[src/rtl/nov_pkg.sv]
package nov_pkg;
  typedef enum logic [2:0] {
    NS_IDLE,
    NS_WAIT_LO,
    NS_DEAD_HI,
    NS_HS_ON,
    NS_WAIT_HI,
    NS_DEAD_LO,
    NS_LS_ON
  } nov_state_e;
endpackage

[src/rtl/nov_period_track.sv]
module nov_period_track #(
  parameter int PERIOD_CYC = 833
) (
  input  logic clk,
  input  logic rst,
  input  logic en,
  input  logic pwm_req,
  output logic wrap,
  output logic skip_ind
);
  localparam int PW = (PERIOD_CYC > 1) ? $clog2(PERIOD_CYC) : 1;
  localparam logic [PW-1:0] P_LAST = PW'(PERIOD_CYC - 1);

  logic [PW-1:0] pcnt;
  logic          seen;

  assign wrap = (pcnt == P_LAST);

  always_ff @(posedge clk) begin
    if (rst || !en) begin
      pcnt     <= '0;
      seen     <= 1'b0;
      skip_ind <= 1'b0;
    end else if (wrap) begin
      pcnt     <= '0;
      seen     <= 1'b0;
      skip_ind <= !(seen || pwm_req);
    end else begin
      pcnt <= pcnt + 1'b1;
      seen <= seen || pwm_req;
    end
  end
endmodule

[src/rtl/nov_ontime.sv]
module nov_ontime #(
  parameter int MAX_ON = 749
) (
  input  logic clk,
  input  logic rst,
  input  logic en,
  input  logic wrap,
  input  logic hs_next,
  output logic room
);
  localparam int OW = $clog2(MAX_ON + 1);
  localparam logic [OW-1:0] ON_LIM = OW'(MAX_ON);

  logic [OW-1:0] ontm;

  assign room = (ontm < ON_LIM);

  always_ff @(posedge clk) begin
    if (rst || !en) ontm <= '0;
    else if (hs_next) ontm <= ontm + 1'b1;
    else if (wrap) ontm <= '0;
  end
endmodule

[src/rtl/nov_seq.sv]
module nov_seq
  import nov_pkg::*;
#(
  parameter int DEAD_CYC     = 8,
  parameter int WAIT_TMO_CYC = 64
) (
  input  logic clk,
  input  logic rst,
  input  logic en,
  input  logic force_ls,
  input  logic pwm_req,
  input  logic room,
  input  logic hs_low_flag,
  input  logic ls_low_flag,
  input  logic zero_cur,
  output logic hs_gate,
  output logic ls_gate,
  output logic hs_next
);
  localparam int TMAX = (WAIT_TMO_CYC > DEAD_CYC) ? WAIT_TMO_CYC : DEAD_CYC;
  localparam int TW   = $clog2(TMAX + 1);
  localparam logic [TW-1:0] T_DEAD = TW'(DEAD_CYC - 1);
  localparam logic [TW-1:0] T_TMO  = TW'(WAIT_TMO_CYC - 1);

  nov_state_e st, st_n;
  logic [TW-1:0] tmr;
  logic want_hs, timed, wait_st;

  assign want_hs = pwm_req && !force_ls && room;
  assign wait_st = (st == NS_WAIT_LO) || (st == NS_DEAD_HI) ||
                   (st == NS_WAIT_HI) || (st == NS_DEAD_LO);
  assign timed   = (tmr == T_TMO);
  assign hs_next = (st_n == NS_HS_ON);

  always_comb begin
    st_n = st;
    unique case (st)
      NS_IDLE:    if (want_hs) st_n = NS_WAIT_LO;
                  else if (force_ls) st_n = NS_WAIT_HI;
      NS_WAIT_LO: if (!want_hs) st_n = NS_IDLE;
                  else if (ls_low_flag || timed) st_n = NS_DEAD_HI;
      NS_DEAD_HI: if (!want_hs) st_n = NS_IDLE;
                  else if (tmr == T_DEAD) st_n = NS_HS_ON;
      NS_HS_ON:   if (!want_hs) st_n = NS_WAIT_HI;
      NS_WAIT_HI: if (hs_low_flag || timed) st_n = NS_DEAD_LO;
      NS_DEAD_LO: if (tmr == T_DEAD) st_n = NS_LS_ON;
      NS_LS_ON:   if (want_hs) st_n = NS_WAIT_LO;
                  else if (zero_cur && !force_ls) st_n = NS_IDLE;
      default:    st_n = NS_IDLE;
    endcase
  end

  always_ff @(posedge clk) begin
    if (rst || !en) begin
      st      <= NS_IDLE;
      tmr     <= '0;
      hs_gate <= 1'b0;
      ls_gate <= 1'b0;
    end else begin
      st      <= st_n;
      tmr     <= (wait_st && st_n == st) ? tmr + 1'b1 : '0;
      hs_gate <= (st_n == NS_HS_ON);
      ls_gate <= (st_n == NS_LS_ON);
    end
  end
endmodule

[src/rtl/nov_gate_ctrl.sv]
module nov_gate_ctrl #(
  parameter int PERIOD_CYC   = 833,
  parameter int MAX_DUTY_PCT = 90,
  parameter int DEAD_CYC     = 8,
  parameter int WAIT_TMO_CYC = 64
) (
  input  logic clk,
  input  logic rst,
  input  logic en,
  input  logic force_ls,
  input  logic pwm_req,
  input  logic hs_low_flag,
  input  logic ls_low_flag,
  input  logic zero_cur,
  output logic hs_gate,
  output logic ls_gate,
  output logic skip_ind
);
  localparam int MAX_ON = (PERIOD_CYC * MAX_DUTY_PCT) / 100;

  logic wrap, room, hs_next;

  nov_period_track #(.PERIOD_CYC(PERIOD_CYC)) u_period (
    .clk(clk), .rst(rst), .en(en), .pwm_req(pwm_req),
    .wrap(wrap), .skip_ind(skip_ind)
  );

  nov_ontime #(.MAX_ON(MAX_ON)) u_ontime (
    .clk(clk), .rst(rst), .en(en), .wrap(wrap),
    .hs_next(hs_next), .room(room)
  );

  nov_seq #(.DEAD_CYC(DEAD_CYC), .WAIT_TMO_CYC(WAIT_TMO_CYC)) u_seq (
    .clk(clk), .rst(rst), .en(en), .force_ls(force_ls),
    .pwm_req(pwm_req), .room(room),
    .hs_low_flag(hs_low_flag), .ls_low_flag(ls_low_flag),
    .zero_cur(zero_cur),
    .hs_gate(hs_gate), .ls_gate(ls_gate), .hs_next(hs_next)
  );
endmodule

[config.mk]
export PLATFORM = sky130hd
export DESIGN_NAME = nov_gate_ctrl
export DESIGN_NICKNAME = d
export VERILOG_FILES = /design/src/rtl/nov_pkg.sv /design/src/rtl/nov_period_track.sv /design/src/rtl/nov_ontime.sv /design/src/rtl/nov_seq.sv /design/src/rtl/nov_gate_ctrl.sv
export SDC_FILE = /design/constraint.sdc
export NUM_CORES = 1
export LEC_CHECK = 0
export ABC_AREA = 1
export BUFFER_PORTS_ARGS = -buffer_cell sky130_fd_sc_hd__buf_2
export CELL_PAD_IN_SITES_DETAIL_PLACEMENT = 1
export CELL_PAD_IN_SITES_GLOBAL_PLACEMENT = 1
export CORE_MARGIN = 2
export CORE_UTILIZATION = 38
export DETAILED_ROUTE_END_ITERATION = 16
export GPL_TIMING_DRIVEN = 0
export PLACE_DENSITY = 0.76
export RECOVER_POWER = 50
export SLEW_MARGIN = 20
export SYNTH_ARGS = -nofsm -noshare
export SYNTH_HDL_FRONTEND = slang
export SYNTH_SLANG_ARGS = --single-unit
[constraint.sdc]
create_clock -name clk -period 2 [get_ports clk]
set_input_delay 0.3 -clock clk [delete_from_list [all_inputs] [get_ports clk]]
set_output_delay 0.3 -clock clk [all_outputs]
set_load 0.01 [all_outputs]
# Word level (Yosys, flattened, before mapping)
# Index checks and enable logic that the tools add are counted.
[totals]
reg_bits = 34
inputBits = 8
out_inout_bits = 3
word_cells = 57
[op_classes]
addsub = 3
magnitude_cmp = 1
eq_ne = 12
mux = 14
bitwise_logic = 1
reduce_logical = 18
[ops]
columns = ["op", "count"]
rows = [
  ["3-bit 2-to-1 mux", 11],
  ["3-bit case mux with 7 select lines", 1],
  ["10-bit by 1-bit adder with 10-bit output (second input constant)", 2],
  ["10-bit 2-to-1 mux", 2],
  ["3-bit == test (second input constant)", 4],
  ["10-bit == test (second input constant)", 1],
  ["10-bit < comparator (second input constant)", 1],
  ["3-bit by 2-bit == test with 1-bit output (second input constant)", 3],
  ["7-bit by 1-bit adder with 7-bit output (second input constant)", 1],
  ["7-bit by 3-bit == test with 1-bit output (second input constant)", 1],
  ["7-bit by 6-bit == test with 1-bit output (second input constant)", 1],
  ["1-bit logical OR", 7],
  ["1-bit logical AND", 4],
  ["2-bit OR reduction", 2],
  ["3-bit by 1-bit == test with 1-bit output (second input constant)", 1],
  ["3-bit == test", 1],
  ["1-bit logical NOT", 3],
  ["3-bit logical NOT", 1],
  ["2-bit nonzero test", 1],
  ["1-bit inverter", 1],
]

# Logic depth before layout (Yosys ltp)
# Gate-level depths: netlist of the first run.
[logic_depth]
depth_word = 9
ltp_mapped = 14
ltp_nobuf = 14

# Modules after synthesis
# Synthesis of the first run repeated with hierarchy kept, for this count alone.
[unflattened]
hier_cells = 280
hier_area_um2 = 2018.2
[by_module_without_submodules]
columns = ["mod", "instances", "cells_each", "area_each_um2", "seq_area_each_um2"]
rows = [
  ["nov_seq", 1, 106, 774.5, 240.2],
  ["nov_period_track", 1, 84, 670.6, 240.2],
  ["nov_ontime", 1, 90, 573.0, 200.2],
]

# Worst setup path after synthesis of the first run
# No wires, ideal clock.
[synth_timing]
path_kind = "register to register"
start = "register u_ontime.ontm[0]"
end = "register u_ontime.ontm[0]"
setup_ns = 0.109
t_arrival_ns = 1.628
slack_ns = 0.263
stages_incl_launch_ff = 14
n_path_buf = 1
period_less_slack_ns = 1.737
cell_sequence = "dfxtp_1 -> inv_1 -> ha_1 -> inv_1 -> nand3_1 -> nor2_2 -> nor2_4 -> a21oi_4 -> nand3_4 -> nand2_4 -> buf_6 -> a21oi_1 -> nand2_1 -> inv_1"
[synth_via]
elab_chain_len = 6
word_cells_on_any_way = 12
classes_between = "add/sub (1); order compare (1); eq/ne (1); mux (7); reduce/logical (2)"
[synth_rtl]
columns = ["item", "line", "rtl"]
rows = [
  ["from (decl)", "nov_ontime.sv:14", "logic [OW-1:0] ontm;"],
  ["from (signal assigned)", "nov_ontime.sv:20", "else if (hs_next) ontm <= ontm + 1'b1;"],
  ["10-bit < comparator", "nov_ontime.sv:16", "assign room = (ontm < ON_LIM);"],
  ["1-bit logical AND", "nov_seq.sv:29", "assign want_hs = pwm_req && !force_ls && room;"],
  ["3-bit 2-to-1 mux (on tied branches)", "-", ""],
  ["3-bit case mux with 7 select lines", "nov_seq.sv:37", "unique case (st)"],
  ["3-bit by 2-bit == test with 1-bit output", "nov_seq.sv:33", "assign hs_next = (st_n == NS_HS_ON);"],
  ["10-bit 2-to-1 mux / 2-bit nonzero test (equally long branches)", "-", ""],
]
# Several ways; a longest one is shown, not always the timed one.
# A chain may end at the register's enable or synchronous reset.

# Worst setup path after layout of the first run
[layout_timing]
start = "register u_ontime.ontm[2]"
end = "register u_ontime.ontm[3]"
# The elaborated chain is that of the path after synthesis.

==> metrics.yaml, run 1 <==
global_routing:
  met3_usage: 0.0402
  grt_pass1_wl_um: 7380
  grt_pass1_vias: 1665
  antenna_found_initial: 0
  grt_max_degree: 12
  overflow: 0
  grt.total_usage: 0.171
  busiest_layer: "met2"
  grt_use_met2: 0.294
  grtUsageMet1: 0.213
clock_network:
  tritoncts: "done"
  cts.sinks: 34
  cts_htree_levels: 2
  insertion_delay_ps: 290
  clock-root-buffer: "clkbuf_8"
  cts.reportedPaths.clkPinSlew_ps: 70
  numCtsBuffers: 5
  clock_path_buffers: 2
pwr:
  power_switching_share: 0.250
  p_switching_uw: 328
  power_density_mw_per_mm2: 580
  p_clk_frac: 0.410
  seqPwrFrac: 0.520
  p_comb_frac: 0.069
  p_leak_nw: 0.883
  ir_worst_vdd_v: 0.000461
  p_int_uw: 985
setup_path:
  cp-end-kind: "flop"
  cp.arrival_ps: 2060
  startpoint_type: "flop"
  r2r_setup_slack_ps: 160
  path_class: "flop to flop"
  crit_required_ps: 2210
  worstPathMaxFanout: 8
synth:
  netlist_area_mm2: 0.00190
  synth_area_per_cell_um2: 7.21
  synth_nets: 277
  synth_cells: 264
  synth.distinct_cells: 32
  ys_seq_area_frac: 0.358
  yosysWarningCount: 0
  ys_seq_elements: 34
floorplan:
  design.die.area_mm2: 0.00559
  coreArea_mm2: 0.00479
  die_h_um: 74.8
  initial_core_util: 0.398
  dieWidth_um: 74.8
  ioPinCount: 11
  num_rows: 25
cells_and_area:
  fin_util: 0.473
  final_cell_mix: "nand2_1, inv_1, dfxtp_1"
  multi_input_area_mm2: 0.00110
  final_common_cell: "nand2_1"
  fill_cells: 639
  diodes: 0
  stdcell_count: 355
  finalNetCount: 300
  drive_gt1_frac: 0.188
  seq_area_um2: 693
  finish.instance_area_mm2: 0.00226
  syn_to_final_growth_pct: 18.9
drt:
  wl_per_cell_um: 12.8
  num_vias: 1743
  drt_wl_total_um: 4550
  drc: 0
  dr.first_iter.drc_count: 20
  routed_via_density: 4.91
  drtPass1Iterations: 4
  detail-route-antenna-nets: 0
sta:
  fin_skew_ps: 4.81
  max_freq_mhz: 543
  fin_crit_ps: 1840
  fin_ws_ps: 157
  slew_viol_final: 0
  fin_setup_tns_ps: 0
  max_slew_margin: 0.578
  worst_pin_slew_ps: 633
  hold_viol: 0
  period_share: 0.921
  setup_viol: 0
placement:
  hpwl_um: 3250
  gp_congestion: 0.817
  place_inst: 341
  dp_slack_ps: -21.3
  post_dp_cell_area_mm2: 0.00204
  io_buffers: 10
worst_hold_path:
  min_path_type: "input pin to flop"
outcome:
  status: "finished clean"
flow_run:
  maxCapViolCount: 0
==> registers in the layout, indices dropped and copies added (netlist names) <==
signal / count
u_seq.tmr: 7
u_period.seen: 1
u_seq.hs_gate: 1
u_seq.ls_gate: 1
u_ontime.ontm: 10
u_period.skip_ind: 1
u_seq.st: 3
u_period.pcnt: 10
==> synthesized netlist by cell type, drive strengths merged <==
master   number  area share
or4           1      0.0039
nor3         12       0.032
inv          38       0.075
xor2          9       0.041
o21ai         5       0.015
nand3        35        0.12
nand4         4       0.013
nor2         30       0.064
nand3b        5       0.020
dfxtp        34        0.36
a31oi         3      0.0099
ha            5       0.033
clkbuf        2      0.0039
buf           3       0.011
o2111ai       1      0.0046
nor3b         5       0.020
a21oi        16       0.050
o21bai        1      0.0039
xnor2         3       0.014
nand2        51        0.11
a211oi        1      0.0039
==> kinds of logic (layout without fill, tap and decap cells) <==
kind of cell | count (synthesis) | count (layout) | share of synthesized area
AND/OR/NAND/NOR | 143 | 143 | 0.377
buffers and inverters | 43 | 67 | 0.0901
flip-flops | 34 | 34 | 0.358
AO/OA/AOI/OAI | 27 | 27 | 0.0874
XOR/XNOR | 12 | 12 | 0.0552
adder cells (fa/ha/maj) | 5 | 5 | 0.0329
==> power groups by stage <==
| stage | clock (mW) | combinational (mW) | sequential, mW |
|---|---|---|---|
| global placement | 0 | 0.0846 | 0.702 |
| floorplan | 0 | 0.0596 | 0.701 |
| CTS | 0.559 | 0.0872 | 0.686 |
| detailed placement | 0 | 0.0869 | 0.702 |
| global route | 0.591 | 0.103 | 0.684 |
| finish | 0.539 | 0.0911 | 0.683 |
==> timing repair <==
action	CTS	global route
setup buffers	0	6
hold endpoints to repair	0	0
gates resized for setup	2	20
gates cloned	0	1
pin swaps	1	8
endpoints found under the setup margin	17	28
hold buffers	0	0
==> metal layers <==
metal  vias up  routed length (µm)
met2        14                2230
li1        906                   -
met1       816                2170
met5         -                   0
met4         0                  56
met3         7                  89
==> critical path, cell delays in order (launching register included) <==
cell and delay [ps]:
dfxtp_1 410, nand2_1 110, inv_1 90, nand3b_1 100, nor2_2 170, nor2_4 80
a21oi_4 190, nand3_4 150, nand2_4 130, clkbuf_16 150, nand3_1 60, a21oi_1 140
==> final cells by class <==
class	count	area share
clock buffer	6	0.0365
multi-input combinational	187	0.488
timing repair buffer	17	0.0514
clock inverter	2	0.00553
inverter	38	0.0630
tap	67	0.0370
sequential	34	0.306
buffer	4	0.0127
==> through the flow <==
stage               total power [mW]  hold slack, ps
floorplan                      0.761             430
CTS                             1.33             292
global placement               0.787             447
detailed placement             0.789             454
global route                    1.38             307
finish                          1.31             288
==> worst paths after layout <==
check,startpoint,endpoint,cells past startpoint
setup / recovery,u_ontime.ontm[2],u_ontime.ontm[3],11
hold / removal,pwm_req,u_period.seen,3
setup reg to reg,u_ontime.ontm[2],u_ontime.ontm[3],11
hold reg to reg,u_seq.tmr[0],u_seq.tmr[0],1
No activity file was read; power rests on OpenSTA's default activity.
==> inputs of run 2 (changes only) <==
--- a/config.mk
+++ b/config.mk
@@ -6,11 +6,12 @@
 export NUM_CORES = 1
 export LEC_CHECK = 0
 export ABC_AREA = 1
-export BUFFER_PORTS_ARGS = -buffer_cell sky130_fd_sc_hd__buf_2
+export BUFFER_PORTS_ARGS = -buffer_cell sky130_fd_sc_hd__buf_4
 export CELL_PAD_IN_SITES_DETAIL_PLACEMENT = 1
 export CELL_PAD_IN_SITES_GLOBAL_PLACEMENT = 1
 export CORE_MARGIN = 2
 export CORE_UTILIZATION = 38
+export CTS_BUF_LIST = sky130_fd_sc_hd__clkbuf_4
 export DETAILED_ROUTE_END_ITERATION = 16
 export GPL_TIMING_DRIVEN = 0
 export PLACE_DENSITY = 0.76
==> metrics.yaml, run 2 (synthesis results as in run 1) <==
cells_and_area:
  final_common_cell: "nand2_1"
  final_cell_mix: "nand2_1, inv_1, dfxtp_1"
  multi_input_area_mm2: 0.00108
  top_regs: "u_ontime.ontm: 10 flops, u_period.pcnt: 10 flops, u_seq.tmr: 7 flops"
  seq_area_um2: 691
  diodes: 0
  fill_cells: 630
  syn_to_final_growth_pct: 13.7
  finalNetCount: 297
  drive_gt1_frac: 0.151
pwr:
  ir_worst_vdd_v: 0.000412
  fin_total_pwr_mw: 1.16
  p_clk_frac: 0.329
  power_switching_share: 0.259
  p_comb_frac: 0.081
  seqPwrFrac: 0.590
  p_int_uw: 859
  p_leak_nw: 0.850
  p_switching_uw: 300
  power_density_mw_per_mm2: 536
drt:
  num_vias: 1717
  wl_per_cell_um: 12.4
  drt_wl_total_um: 4370
  routed_via_density: 4.88
  detail-route-antenna-nets: 0
  drc: 0
  dr.first_iter.drc_count: 54
  drtPass1Iterations: 4
clock_network:
  hold_buffers: 0
  cts_htree_levels: 2
  tritoncts: "done"
  clock_path_buffers: 2
  cts.reportedPaths.clkPinSlew_ps: 110
  cts.sinks: 34
  clock-root-buffer: "clkbuf_4"
  numCtsBuffers: 5
  insertion_delay_ps: 340
global_routing:
  grt_pass1_vias: 1719
  grt.total_usage: 0.174
  overflow: 0
  grt_pass1_wl_um: 7560
  grt_max_degree: 11
  antenna_found_initial: 0
placement:
  gp_congestion: 0.846
  hpwl_um: 3250
  io_buffers: 10
setup_path:
  max_stage_delay_ps: 390
  path_cells: "inv_1, ha_1, inv_1, nand3_1, nor2_2, nor2_4, a21oi_4, nand3_4, nand2_1, nand2_2, nor3_1"
  startpoint_type: "flop"
  path_class: "flop to flop"
  worstPathMaxFanout: 7
  cp-end-kind: "flop"
  cpMostUsedCell: "inv_1"
  cp.arrival_ps: 2070
  crit_required_ps: 2250
  crit_path_top_delay_cell: "dfxtp_4"
floorplan:
  coreArea_mm2: 0.00479
  num_rows: 25
  ioPinCount: 11
  dieWidth_um: 74.8
  initial_core_util: 0.398
  design.die.area_mm2: 0.00559
  die_h_um: 74.8
worst_hold_path:
  min_path_type: "input pin to flop"
sta:
  worst_pin_slew_ps: 600
  slew_viol_final: 0
  fin_setup_tns_ps: 0
  fin_crit_ps: 1820
  max_freq_mhz: 550
  period_share: 0.910
  setup_viol: 0
  max_slew_margin: 0.600
  hold_viol: 0
  fin_skew_ps: 9.96
  rsz0062_at_grt: "no"
outcome:
  status: "finished clean"
flow_run:
  maxCapViolCount: 0
[run 2: cell types whose count changed in the layout (fill, tap and decap cells not counted), sizes merged]
cell | before | now
buf | 16 | 13
clkinv | 1 | 2
clkinvlp | 1 | 0
[run 2: path summary, 6_finish.rpt]
| check | from | end | slack (ps) | depth (start not counted) |
|---|---|---|---|---|
| setup / recovery | u_ontime.ontm[1] | u_seq.tmr[3] | 180 | 11 |
| hold / removal | pwm_req | u_period.seen | 220 | 3 |
| setup reg to reg | u_ontime.ontm[1] | u_seq.tmr[3] | 180 | 11 |
| hold reg to reg | u_period.skip_ind | u_period.skip_ind | 470 | 2 |
[run 2: power by group through the flow]
stage	Clock [mW]	Sequential (mW)	Combinational, mW
detailed placement	0	0.702	0.0911
CTS	0.397	0.687	0.0952
floorplan	0	0.701	0.0596
finish	0.382	0.684	0.0937
global route	0.429	0.685	0.107
global placement	0	0.702	0.0892
[run 2: worst max-delay path: cells and delay by family (launching register included)]
kind	cells	cell delay, ps
adder cells (fa/ha/maj)	1	170
AND/OR/NAND/NOR	7	860
buffers and inverters	2	140
flip-flops	1	390
AO/OA/AOI/OAI	1	180
[run 2: timing repair]
item | 4_1_cts | 5_1_grt
pin swaps | 2 | 5
buffers inserted | 1 | 4
endpoints found under the setup margin | 17 | 27
gates resized for setup | 2 | 11
[run 2: through the flow]
step,instances,hold WS [ps],cell area (µm²),worst slack [ps],utilization
6_report,352,215,2160,180,0.452
5_1_grt,352,235,2160,16.0,0.452
4_1_cts,350,207,2130,4.02,0.445
3_5_place_dp,341,457,2060,-52.4,0.431
3_3_place_gp,341,446,2060,22.6,0.431
2_1_floorplan,264,430,1900,263,-
[run 2: layout make-up]
cell class / instances / share of cell area
multi-input cells: 187 / 0.498
clock buffers: 6 / 0.0208
clock inverters: 2 / 0.00405
plain buffers: 3 / 0.00636
flip-flops and latches: 34 / 0.319
well taps: 67 / 0.0388
inverters: 38 / 0.0659
repair buffers: 15 / 0.0468
[run 2: per-layer routing]
layer,GRT usage,share of wire
met5,0,0
met4,0.0635,0.0082
met3,0.0348,0.022
met2,0.296,0.47
met1,0.219,0.49
==> inputs of run 3 (changes only) <==
--- a/config.mk
+++ b/config.mk
@@ -7,7 +7,7 @@
 export LEC_CHECK = 0
 export ABC_AREA = 1
 export BUFFER_PORTS_ARGS = -buffer_cell sky130_fd_sc_hd__buf_4
-export CELL_PAD_IN_SITES_DETAIL_PLACEMENT = 1
+export CELL_PAD_IN_SITES_DETAIL_PLACEMENT = 0
 export CELL_PAD_IN_SITES_GLOBAL_PLACEMENT = 1
 export CORE_MARGIN = 2
 export CORE_UTILIZATION = 38
==> constraint.sdc (replaced) <==
create_clock -name clk -period 2 [get_ports clk]
set_input_delay 0.2 -clock clk [delete_from_list [all_inputs] [get_ports clk]]
set_output_delay 0.2 -clock clk [all_outputs]
set_load 0.01 [all_outputs]
==> metrics.yaml, run 3 (synthesis results as in run 1) <==
outcome:
  status: "finished clean"
setup_path:
  path_cells: "inv_1, ha_1, inv_2, nand3_1, nor2_2, nor2_4, a21oi_4, nand3_4, nand2_4, clkbuf_16, nand3_1, a21oi_1"
  startpoint_type: "flop"
  crit_path_top_delay_cell: "dfxtp_4"
  cp.arrival_ps: 2120
  max_stage_delay_ps: 370
  worstPathMaxFanout: 7
  path_class: "flop to flop"
  cp-end-kind: "flop"
  reg2reg_from: "u_ontime.ontm[0]"
  crit_start: "u_ontime.ontm[0]"
  cpMostUsedCell: "nand3_1"
  crit_required_ps: 2260
drt:
  drc: 0
  routed_via_density: 4.77
  top_layer_used: "met4"
  wl_met1_um: 2020
  wl_met2_um: 1810
  detail-route-antenna-nets: 0
  wl_per_cell_um: 11.4
  drt_wl_total_um: 4020
  drtPass1Iterations: 4
  dr.first_iter.drc_count: 59
  num_vias: 1680
  wl_met3_um: 130
cells_and_area:
  drive_gt1_frac: 0.161
  seq_area_um2: 691
  final_common_cell: "nand2_1"
  final_cell_mix: "nand2_1, inv_1, dfxtp_1"
  fill_cells: 513
  top_regs: "u_ontime.ontm: 10 flops, u_period.pcnt: 10 flops, u_seq.tmr: 7 flops"
  finalNetCount: 298
  multi_input_area_mm2: 0.00108
  diodes: 0
  syn_to_final_growth_pct: 16.2
clock_network:
  clock-root-buffer: "clkbuf_4"
  clock_path_buffers: 2
  insertion_delay_ps: 330
  cts_htree_levels: 2
  cts.reportedPaths.clkPinSlew_ps: 100
  cts.sinks: 34
  numCtsBuffers: 5
  tritoncts: "done"
  hold_buffers: 0
floorplan:
  num_rows: 25
  ioPinCount: 11
  initial_core_util: 0.398
  design.die.area_mm2: 0.00559
  coreArea_mm2: 0.00479
  dieWidth_um: 74.8
  die_h_um: 74.8
sta:
  period_share: 0.930
  worst_pin_slew_ps: 595
  hold_viol: 0
  holdWs_ps: 126
  slew_viol_final: 0
  fin_skew_ps: 8.16
  setup_viol: 0
  fin_setup_tns_ps: 0
  max_slew_margin: 0.603
  fin_ws_ps: 141
  max_freq_mhz: 538
  fin_crit_ps: 1860
pwr:
  p_clk_frac: 0.382
  p_leak_nw: 0.872
  seqPwrFrac: 0.545
  p_switching_uw: 289
  power_density_mw_per_mm2: 567
  ir_worst_vdd_v: 0.000318
  p_comb_frac: 0.074
  p_int_uw: 966
  power_switching_share: 0.230
worst_hold_path:
  hp-start: "pwm_req"
  min_path_type: "input pin to flop"
placement:
  dp_slack_ps: -6.51
  io_buffers: 10
  gp_congestion: 0.846
  hpwl_um: 2850
global_routing:
  overflow: 0
  grt_max_degree: 11
  grt_pass1_wl_um: 6400
  grt.total_usage: 0.151
  grt_pass1_vias: 1454
  antenna_found_initial: 0
flow_run:
  maxCapViolCount: 0
run 3: cell count changes in the layout (fill, tap and decap cells not counted), sizes merged:
cell    previous run  this run
bufinv             0         1
clkinv             2         1
run 3: per-layer routing:
metal | vias up | GRT usage
met5 | - | 0
met1 | 750 | 0.196
met2 | 22 | 0.237
met3 | 6 | 0.0402
li1 | 902 | -
met4 | 0 | 0.0655
run 3: stage by stage:
stage / total power [mW] / instances / utilization / instance area (µm²)
after floorplan: 0.761 / 264 / - / 1900
after global placement: 0.791 / 341 / 0.431 / 2060
after detailed placement: 0.791 / 341 / 0.431 / 2060
after CTS: 1.28 / 348 / 0.446 / 2140
after global routing: 1.32 / 352 / 0.462 / 2210
final: 1.25 / 352 / 0.462 / 2210
run 3: path summary, 6_finish.rpt:
check / end / slack (ps) / cells past startpoint
worst min-delay path: u_period.seen / 130 / 3
worst max register to register: u_ontime.ontm[9] / 140 / 12
worst max-delay path: u_ontime.ontm[9] / 140 / 12
worst min register to register: u_seq.tmr[0] / 430 / 1
run 3: critical path, delay by kind of cell (launching register included):
| kind | cells | cell delay, ps |
|---|---|---|
| adders and majority gates | 1 | 200 |
| AOI/OAI and AO/OA | 2 | 320 |
| and+or+nand+nor | 6 | 640 |
| DFF | 1 | 370 |
| buffers and inverters | 3 | 270 |
run 3: what timing repair did:
item                                    4_1_cts  5_1_grt
endpoints found under the setup margin       10       27
pin swaps                                     1        7
gates resized for setup                       2       14
cloned                                        0        1
buffers inserted                              0        4
run 3: power groups by stage:
stage | clock network [mW] | logic [mW] | registers [mW]
finish | 0.479 | 0.0922 | 0.684
global route | 0.534 | 0.105 | 0.685
CTS | 0.502 | 0.0896 | 0.687
detailed placement | 0 | 0.0892 | 0.702
global placement | 0 | 0.0892 | 0.702
floorplan | 0 | 0.0596 | 0.701
run 3: area by class of cell:
| cell class | instances | share of cell area |
|---|---|---|
| multi-input cells | 187 | 0.486 |
| flip-flops and latches | 34 | 0.312 |
| inverters | 38 | 0.0645 |
| repair buffers | 15 | 0.0537 |
| well taps | 67 | 0.0379 |
| clock buffers | 5 | 0.0170 |
| clock inverters | 2 | 0.0153 |
| plain buffers | 4 | 0.0130 |
